### config.mk
export PLATFORM = sky130hd
export DESIGN_NAME = ddc1_link_tx
export DESIGN_NICKNAME = d
export VERILOG_FILES = /design/src/rtl/ddc1_link_pkg.sv /design/src/rtl/ddc1_vsync_edge.sv /design/src/rtl/ddc1_frame_shifter.sv /design/src/rtl/ddc1_mode_fsm.sv /design/src/rtl/ddc1_link_tx.sv
export SDC_FILE = /design/constraint.sdc
export NUM_CORES = 1
export LEC_CHECK = 0
export BUFFER_PORTS_ARGS = -buffer_cell sky130_fd_sc_hd__buf_2
export CAP_MARGIN = 25
export CORE_MARGIN = 3
export CORE_UTILIZATION = 45
export CTS_BUF_LIST = sky130_fd_sc_hd__clkbuf_4
export DETAILED_ROUTE_END_ITERATION = 10
export SYNTH_ARGS = -nofsm -noshare
export SYNTH_HDL_FRONTEND = slang
export SYNTH_SLANG_ARGS = --single-unit
### constraint.sdc
create_clock -name clk -period 1.6 [get_ports clk]
set_input_delay 0.32 -clock clk [delete_from_list [all_inputs] [get_ports clk]]
set_output_delay 0.32 -clock clk [all_outputs]
set_load 0.03 [all_outputs]
### src/rtl/ddc1_link_pkg.sv
package ddc1_link_pkg;
    typedef enum logic [1:0] {
        LINK_DDC1   = 2'b00,
        LINK_PROBE  = 2'b01,
        LINK_LOCKED = 2'b10
    } link_mode_e;
endpackage

### src/rtl/ddc1_vsync_edge.sv
module ddc1_vsync_edge (
    input  logic clk,
    input  logic rst_n,
    input  logic vsync_i,
    output logic rise_o
);
    logic vs_q;

    // Held high in reset so a level already high gives no edge.
    always_ff @(posedge clk or negedge rst_n) begin
        if (!rst_n) vs_q <= 1'b1;
        else        vs_q <= vsync_i;
    end

    assign rise_o = vsync_i & ~vs_q;
endmodule

### src/rtl/ddc1_frame_shifter.sv
module ddc1_frame_shifter #(
    parameter int DATA_W = 8
) (
    input  logic              clk,
    input  logic              rst_n,
    input  logic              clr_i,
    input  logic              step_i,
    input  logic              wr_i,
    input  logic [DATA_W-1:0] wdata_i,
    output logic              tx_bit_o,
    output logic              empty_o
);
    localparam int CNT_W = $clog2(DATA_W + 1);
    localparam logic [CNT_W-1:0] NULL_POS = CNT_W'(DATA_W);

    typedef enum logic {SH_DATA, SH_NULL} shift_phase_e;

    logic [DATA_W-1:0] buf_q, sh_q;
    logic [CNT_W-1:0]  pos_q;
    logic              tx_q, empty_q;
    shift_phase_e      phase;

    always_comb begin
        phase = (pos_q == NULL_POS) ? SH_NULL : SH_DATA;
    end

    always_ff @(posedge clk or negedge rst_n) begin
        if (!rst_n) begin
            buf_q   <= '1;
            sh_q    <= '1;
            pos_q   <= '0;
            tx_q    <= 1'b1;
            empty_q <= 1'b1;
        end else if (clr_i) begin
            buf_q   <= '1;
            sh_q    <= '1;
            pos_q   <= '0;
            tx_q    <= 1'b1;
            empty_q <= 1'b1;
        end else begin
            if (step_i) begin
                unique case (phase)
                    SH_DATA: begin
                        tx_q  <= sh_q[DATA_W-1];
                        sh_q  <= {sh_q[DATA_W-2:0], 1'b1};
                        pos_q <= pos_q + 1'b1;
                    end
                    SH_NULL: begin
                        tx_q    <= 1'b1;
                        sh_q    <= buf_q;
                        pos_q   <= '0;
                        empty_q <= 1'b1;
                    end
                    default: pos_q <= '0;
                endcase
            end
            if (wr_i) begin
                buf_q   <= wdata_i;
                empty_q <= 1'b0;
            end
        end
    end

    assign tx_bit_o = tx_q;
    assign empty_o  = empty_q;

    p_null_release_r3: assert property (@(posedge clk) disable iff (!rst_n)
        (step_i && phase == SH_NULL && !clr_i) |=> tx_bit_o);

    p_reload_empty_r4: assert property (@(posedge clk) disable iff (!rst_n)
        (step_i && phase == SH_NULL && !clr_i && !wr_i) |=> empty_o);

    p_write_clears_r5: assert property (@(posedge clk) disable iff (!rst_n)
        (wr_i && !clr_i) |=> !empty_o);

    p_hold_without_step_r9: assert property (@(posedge clk) disable iff (!rst_n)
        (!step_i && !clr_i) |=> $stable(tx_bit_o));
endmodule

### src/rtl/ddc1_mode_fsm.sv
module ddc1_mode_fsm
    import ddc1_link_pkg::*;
#(
    parameter int EXIT_PULSES = 128
) (
    input  logic       clk,
    input  logic       rst_n,
    input  logic       clr_i,
    input  logic       scl_i,
    input  logic       rise_i,
    input  logic       addr_valid_i,
    output link_mode_e mode_o
);
    localparam int CNT_W = $clog2(EXIT_PULSES + 1);
    localparam logic [CNT_W-1:0] LAST_CNT = CNT_W'(EXIT_PULSES - 1);

    link_mode_e       state_q, state_d;
    logic [CNT_W-1:0] cnt_q, cnt_d;

    always_ff @(posedge clk or negedge rst_n) begin
        if (!rst_n) begin
            state_q <= LINK_DDC1;
            cnt_q   <= '0;
        end else if (clr_i) begin
            state_q <= LINK_DDC1;
            cnt_q   <= '0;
        end else begin
            state_q <= state_d;
            cnt_q   <= cnt_d;
        end
    end

    always_comb begin
        state_d = state_q;
        cnt_d   = cnt_q;
        unique case (state_q)
            LINK_DDC1: begin
                cnt_d = '0;
                if (!scl_i) state_d = LINK_PROBE;
            end
            LINK_PROBE: begin
                if (addr_valid_i) begin
                    state_d = LINK_LOCKED;
                    cnt_d   = '0;
                end else if (!scl_i) begin
                    cnt_d = '0;
                end else if (rise_i) begin
                    if (cnt_q == LAST_CNT) begin
                        state_d = LINK_DDC1;
                        cnt_d   = '0;
                    end else begin
                        cnt_d = cnt_q + 1'b1;
                    end
                end
            end
            LINK_LOCKED: cnt_d = '0;
            default: begin
                state_d = LINK_DDC1;
                cnt_d   = '0;
            end
        endcase
    end

    assign mode_o = state_q;

    p_scl_low_enters_r7: assert property (@(posedge clk) disable iff (!rst_n)
        (mode_o == LINK_DDC1 && !scl_i && !clr_i) |=> mode_o == LINK_PROBE);

    p_locked_sticky_r9: assert property (@(posedge clk) disable iff (!rst_n)
        (mode_o == LINK_LOCKED && !clr_i) |=> mode_o == LINK_LOCKED);

    p_soft_reset_r10: assert property (@(posedge clk) disable iff (!rst_n)
        clr_i |=> mode_o == LINK_DDC1);

    p_scl_low_stays_r8: assert property (@(posedge clk) disable iff (!rst_n)
        (mode_o == LINK_PROBE && !scl_i && !clr_i) |=> mode_o != LINK_DDC1);
endmodule

### src/rtl/ddc1_link_tx.sv
module ddc1_link_tx
    import ddc1_link_pkg::*;
#(
    parameter int DATA_W      = 8,
    parameter int EXIT_PULSES = 128
) (
    input  logic              clk,
    input  logic              rst_n,
    input  logic              vsync_i,
    input  logic              scl_i,
    input  logic              buf_wr_i,
    input  logic [DATA_W-1:0] buf_wdata_i,
    input  logic              addr_valid_i,
    input  logic              soft_rst_i,
    output logic              sda_pull_o,
    output logic              buf_empty_irq_o,
    output logic              ddc2b_o,
    output logic [1:0]        link_mode_o
);
    logic       vs_rise, tx_bit, buf_empty, one_wire;
    link_mode_e mode;

    ddc1_vsync_edge u_edge (
        .clk     (clk),
        .rst_n   (rst_n),
        .vsync_i (vsync_i),
        .rise_o  (vs_rise)
    );

    ddc1_mode_fsm #(.EXIT_PULSES(EXIT_PULSES)) u_mode (
        .clk          (clk),
        .rst_n        (rst_n),
        .clr_i        (soft_rst_i),
        .scl_i        (scl_i),
        .rise_i       (vs_rise),
        .addr_valid_i (addr_valid_i),
        .mode_o       (mode)
    );

    assign one_wire = (mode == LINK_DDC1);

    ddc1_frame_shifter #(.DATA_W(DATA_W)) u_shift (
        .clk      (clk),
        .rst_n    (rst_n),
        .clr_i    (soft_rst_i),
        .step_i   (vs_rise & one_wire),
        .wr_i     (buf_wr_i),
        .wdata_i  (buf_wdata_i),
        .tx_bit_o (tx_bit),
        .empty_o  (buf_empty)
    );

    always_comb begin
        sda_pull_o      = one_wire & ~tx_bit;
        buf_empty_irq_o = one_wire & buf_empty;
        ddc2b_o         = ~one_wire;
        link_mode_o     = mode;
    end

    p_sda_released_r11: assert property (@(posedge clk) disable iff (!rst_n)
        ddc2b_o |-> !sda_pull_o);

    p_no_irq_two_wire_r7: assert property (@(posedge clk) disable iff (!rst_n)
        ddc2b_o |-> !buf_empty_irq_o);
endmodule

==> impl_metrics.ini <==
[yosys]
synth_cell_types = 36
avgSynthCellArea_um2 = 10.1
synth_cells = 162
ys_warn_count = 0
synth_seq_cells = 33
syn-num-nets = 180
synth-seq-area-share_pct = 51.7
synthesis.area_um2 = 1640

[global_route]
antenna_found_initial = 0
overflow = 0
grt_pass1_wl_um = 5530
grt_max_degree = 34
grt_pass1_vias = 1231
track_usage_pct = 16.8

[cts]
htree_levels = 2
cts-root-buf = clkbuf_4
insertion_delay_ps = 330
clk_path_buf_depth = 2
cts_hold_buffers = 0
cts_made_buffers = 5
cts_tree = yes
clkTransAtPathRegs_ps = 100
clkSinkCount = 33

[routing]
num_vias = 1269
viasPerCell = 5.27
wl_per_cell_um = 13.9
drt_iter0_drc = 36
drt_pass1_iterations = 4
antenna_left = 0
drcViolationCount = 0
drt_wl_total_um = 3350

[power]
p_clk_share_pct = 30.6
cellPowerDensity_nw_per_um2 = 805
max-vdd-ir-drop_v = 0.000477
switching_share_pct = 25.3
combinationalPowerShare_pct = 14.1
p_switching_mw = 0.406
leakagePower_nw = 0.863
p_int_mw = 1.20
p_seq_share_pct = 55.3
total_power_mw = 1.60

[timing]
rsz0062_at_grt = yes
skew_ps = 6.48
fin_setup_tns_ps = 0
fin_crit_ps = 1590
setup_ws_ps = 5.69
whs_ps = 5.73
timing.final.crit_share_pct = 99.6
tightest_slew_ps = 409
fmax_mhz = 627
slew-limit-headroom_pct = 72.7
timing_hold_violations_final = 0
finalMaxSlewViolations = 0
setup_viol = 0

[placement]
post-place-ws_ps = 107
dp_hpwl_um = 2140
gp_congestion = 0.722
port_buffers = 19

[floorplan]
initial_utilization_pct = 48.1
die_height_um = 66.4
fp.dieW_um = 66.4
dieArea_um2 = 4410
rows = 21
io_pins = 20
core_um2 = 3420

[worst_setup_path]
max_stage_delay_ps = 430
critPathTopFamily = simple AND/OR/NAND/NOR gates
required_ps = 1880
crit_chain = buf_6 -> nor4b_4 -> buf_4 -> clkbuf_16 -> nor2_1 -> a31oi_1 -> or2_2
crit_fanout = 6
critPathKind = flop to flop
cp-end-kind = flop
worstPathArrival_ps = 1880
worstSetupStartpointType = flop
cpMaxStageDelayCell = dfrtp_2
worst-path-buf-inv = 3

[outcome]
run_status = complete, no violations

[final_layout]
nNetsFinal = 212
synthToLayoutAreaGrowth_pct = 21.3
drive_gt1_share_pct = 37.9
fill_cells = 307
diodes = 0

[job]
maxCapViolCount = 0

[min_path]
hp-class = input pin to asynchronous set/reset pin
## layer usage
| metal | vias to the layer above | global-route usage [%] | share of wire [%] |
|---|---|---|---|
| li1 | 628 | - | - |
| met1 | 611 | 22.8 | 49 |
| met2 | 23 | 25.4 | 46 |
| met3 | 7 | 3.74 | 3.6 |
| met4 | 0 | 7.87 | 1.7 |
| met5 | - | 0 | 0 |
## through the flow
stage               utilization, %  instances  area [µm²]
finish                        58.4        241        1990
global route                  58.4        241        1990
CTS                           56.0        237        1910
detailed placement            53.4        227        1830
global placement              53.4        227        1830
floorplan                        -        162        1650
## final cells by class
type                    instances  area (µm²)  area share [%]
multi-input cells             120         778            39.0
well taps                      46        57.6            2.89
repair buffers                 31         235            11.8
clock buffers                   8        60.1            3.01
flip-flops and latches         33         852            42.7
inverters                       3        11.3           0.565
## path summary, 6_finish.rpt
| kind | from | endpoint | slack [ps] | cells past startpoint |
|---|---|---|---|---|
| min reg2reg | u_shift.sh_q[0]$_DFFE_PN1P_ | u_shift.sh_q[0]$_DFFE_PN1P_ | 540 | 2 |
| min | rst_n | u_mode.cnt_q[1]$_DFFE_PN0P_ | 6 | 2 |
| max in group asynchronous | rst_n | u_shift.sh_q[4]$_DFFE_PN1P_ | 1260 | 2 |
| min in group clk | vsync_i | u_edge.vs_q$_DFF_PN1_ | 120 | 1 |
| max reg2reg | u_mode.mode_o[0]$_DFFE_PN0P_ | u_shift.sh_q[1]$_DFFE_PN1P_ | 6 | 7 |
| max | u_mode.mode_o[0]$_DFFE_PN0P_ | u_shift.sh_q[1]$_DFFE_PN1P_ | 6 | 7 |
## cells in the mapped netlist
cell type   n  share of area (%)
a211o_1     8                4.3
a211oi_1    2               0.91
a21boi_0    1               0.46
a21oi_1     5                1.5
a311oi_2    1               0.91
a31oi_1     8                3.0
a41oi_2     1               0.99
and3b_1     1               0.53
buf_4       1               0.46
buf_6       1               0.68
clkbuf_1    4               0.91
dfrtp_1    14                 21
dfstp_2    19                 30
ha_1        3                2.3
inv_1       3               0.68
mux2_2      1               0.68
mux2i_1     2                1.2
nand2_1    20                4.6
nand2b_1    2               0.76
nand3_1     4                1.2
nand3b_1    3                1.4
nand4_1     2               0.76
nand4b_1    1               0.53
nand4bb_1   1               0.68
nor2_1     21                4.8
nor2b_1     9                3.4
nor3_1      5                1.5
nor4b_4     1                1.4
o21ai_0     1               0.30
o21bai_1    3                1.4
o31ai_1     1               0.46
or2_1       3                1.1
or2_2       5                1.9
or3_1       1               0.38
xnor2_1     2                1.1
xor2_1      2                1.1
## repair_timing
action / 4_1_cts / 5_1_grt
cloned: 0 / 2
setup buffers: 2 / 2
setup endpoints to repair: 3 / 14
resized for setup: 6 / 7
pin swaps: 0 / 2
## power by group through the flow
stage	sequential (mW)	combinational (mW)	clock (mW)
floorplan	0.909	0.0990	0
global placement	0.905	0.179	0
detailed placement	0.906	0.181	0
CTS	0.887	0.202	0.507
global route	0.891	0.249	0.538
finish	0.888	0.227	0.491
## cells by family after synthesis
| group | after synthesis | synth area share, % |
|---|---|---|
| adder cells (fa/ha/maj) | 3 | 2.28 |
| XOR/XNOR | 4 | 2.13 |
| buffers and inverters | 9 | 2.74 |
| multiplexers | 3 | 1.90 |
| AO/OA/AOI/OAI | 31 | 14.2 |
| flip-flops | 33 | 51.7 |
| AND/OR/NAND/NOR | 79 | 25.0 |
## flip-flops by register name, summed over array words and instances, names as in the netlist
register	count
u_mode.mode_o	2
u_edge.vs_q	1
u_shift.buf_q	8
u_shift.sh_q	8
u_mode.cnt_q	8
u_shift.empty_o	1
u_shift.pos_q	4
u_shift.tx_bit_o	1
## cells in the final DEF (no fill, tap or decap), types with 2 or more instances in the layout
cell,count
nand2_1,20
nor2_1,19
dfstp_2,19
buf_2,17
dfrtp_1,12
nor2b_1,9
a31oi_1,8
a211o_1,8
clkbuf_4,8
buf_4,8
a21oi_1,5
nor3_1,4
or2_2,4
buf_6,4
inv_1,3
nand3b_1,3
nand3_1,3
or2_1,3
o21bai_1,3
ha_1,3
nor2_4,2
nand2b_1,2
nand4_1,2
a211oi_1,2
xor2_1,2
xnor2_1,2
mux2i_1,2
dfrtp_2,2
Note: power is estimated with default switching activity, not from simulation.
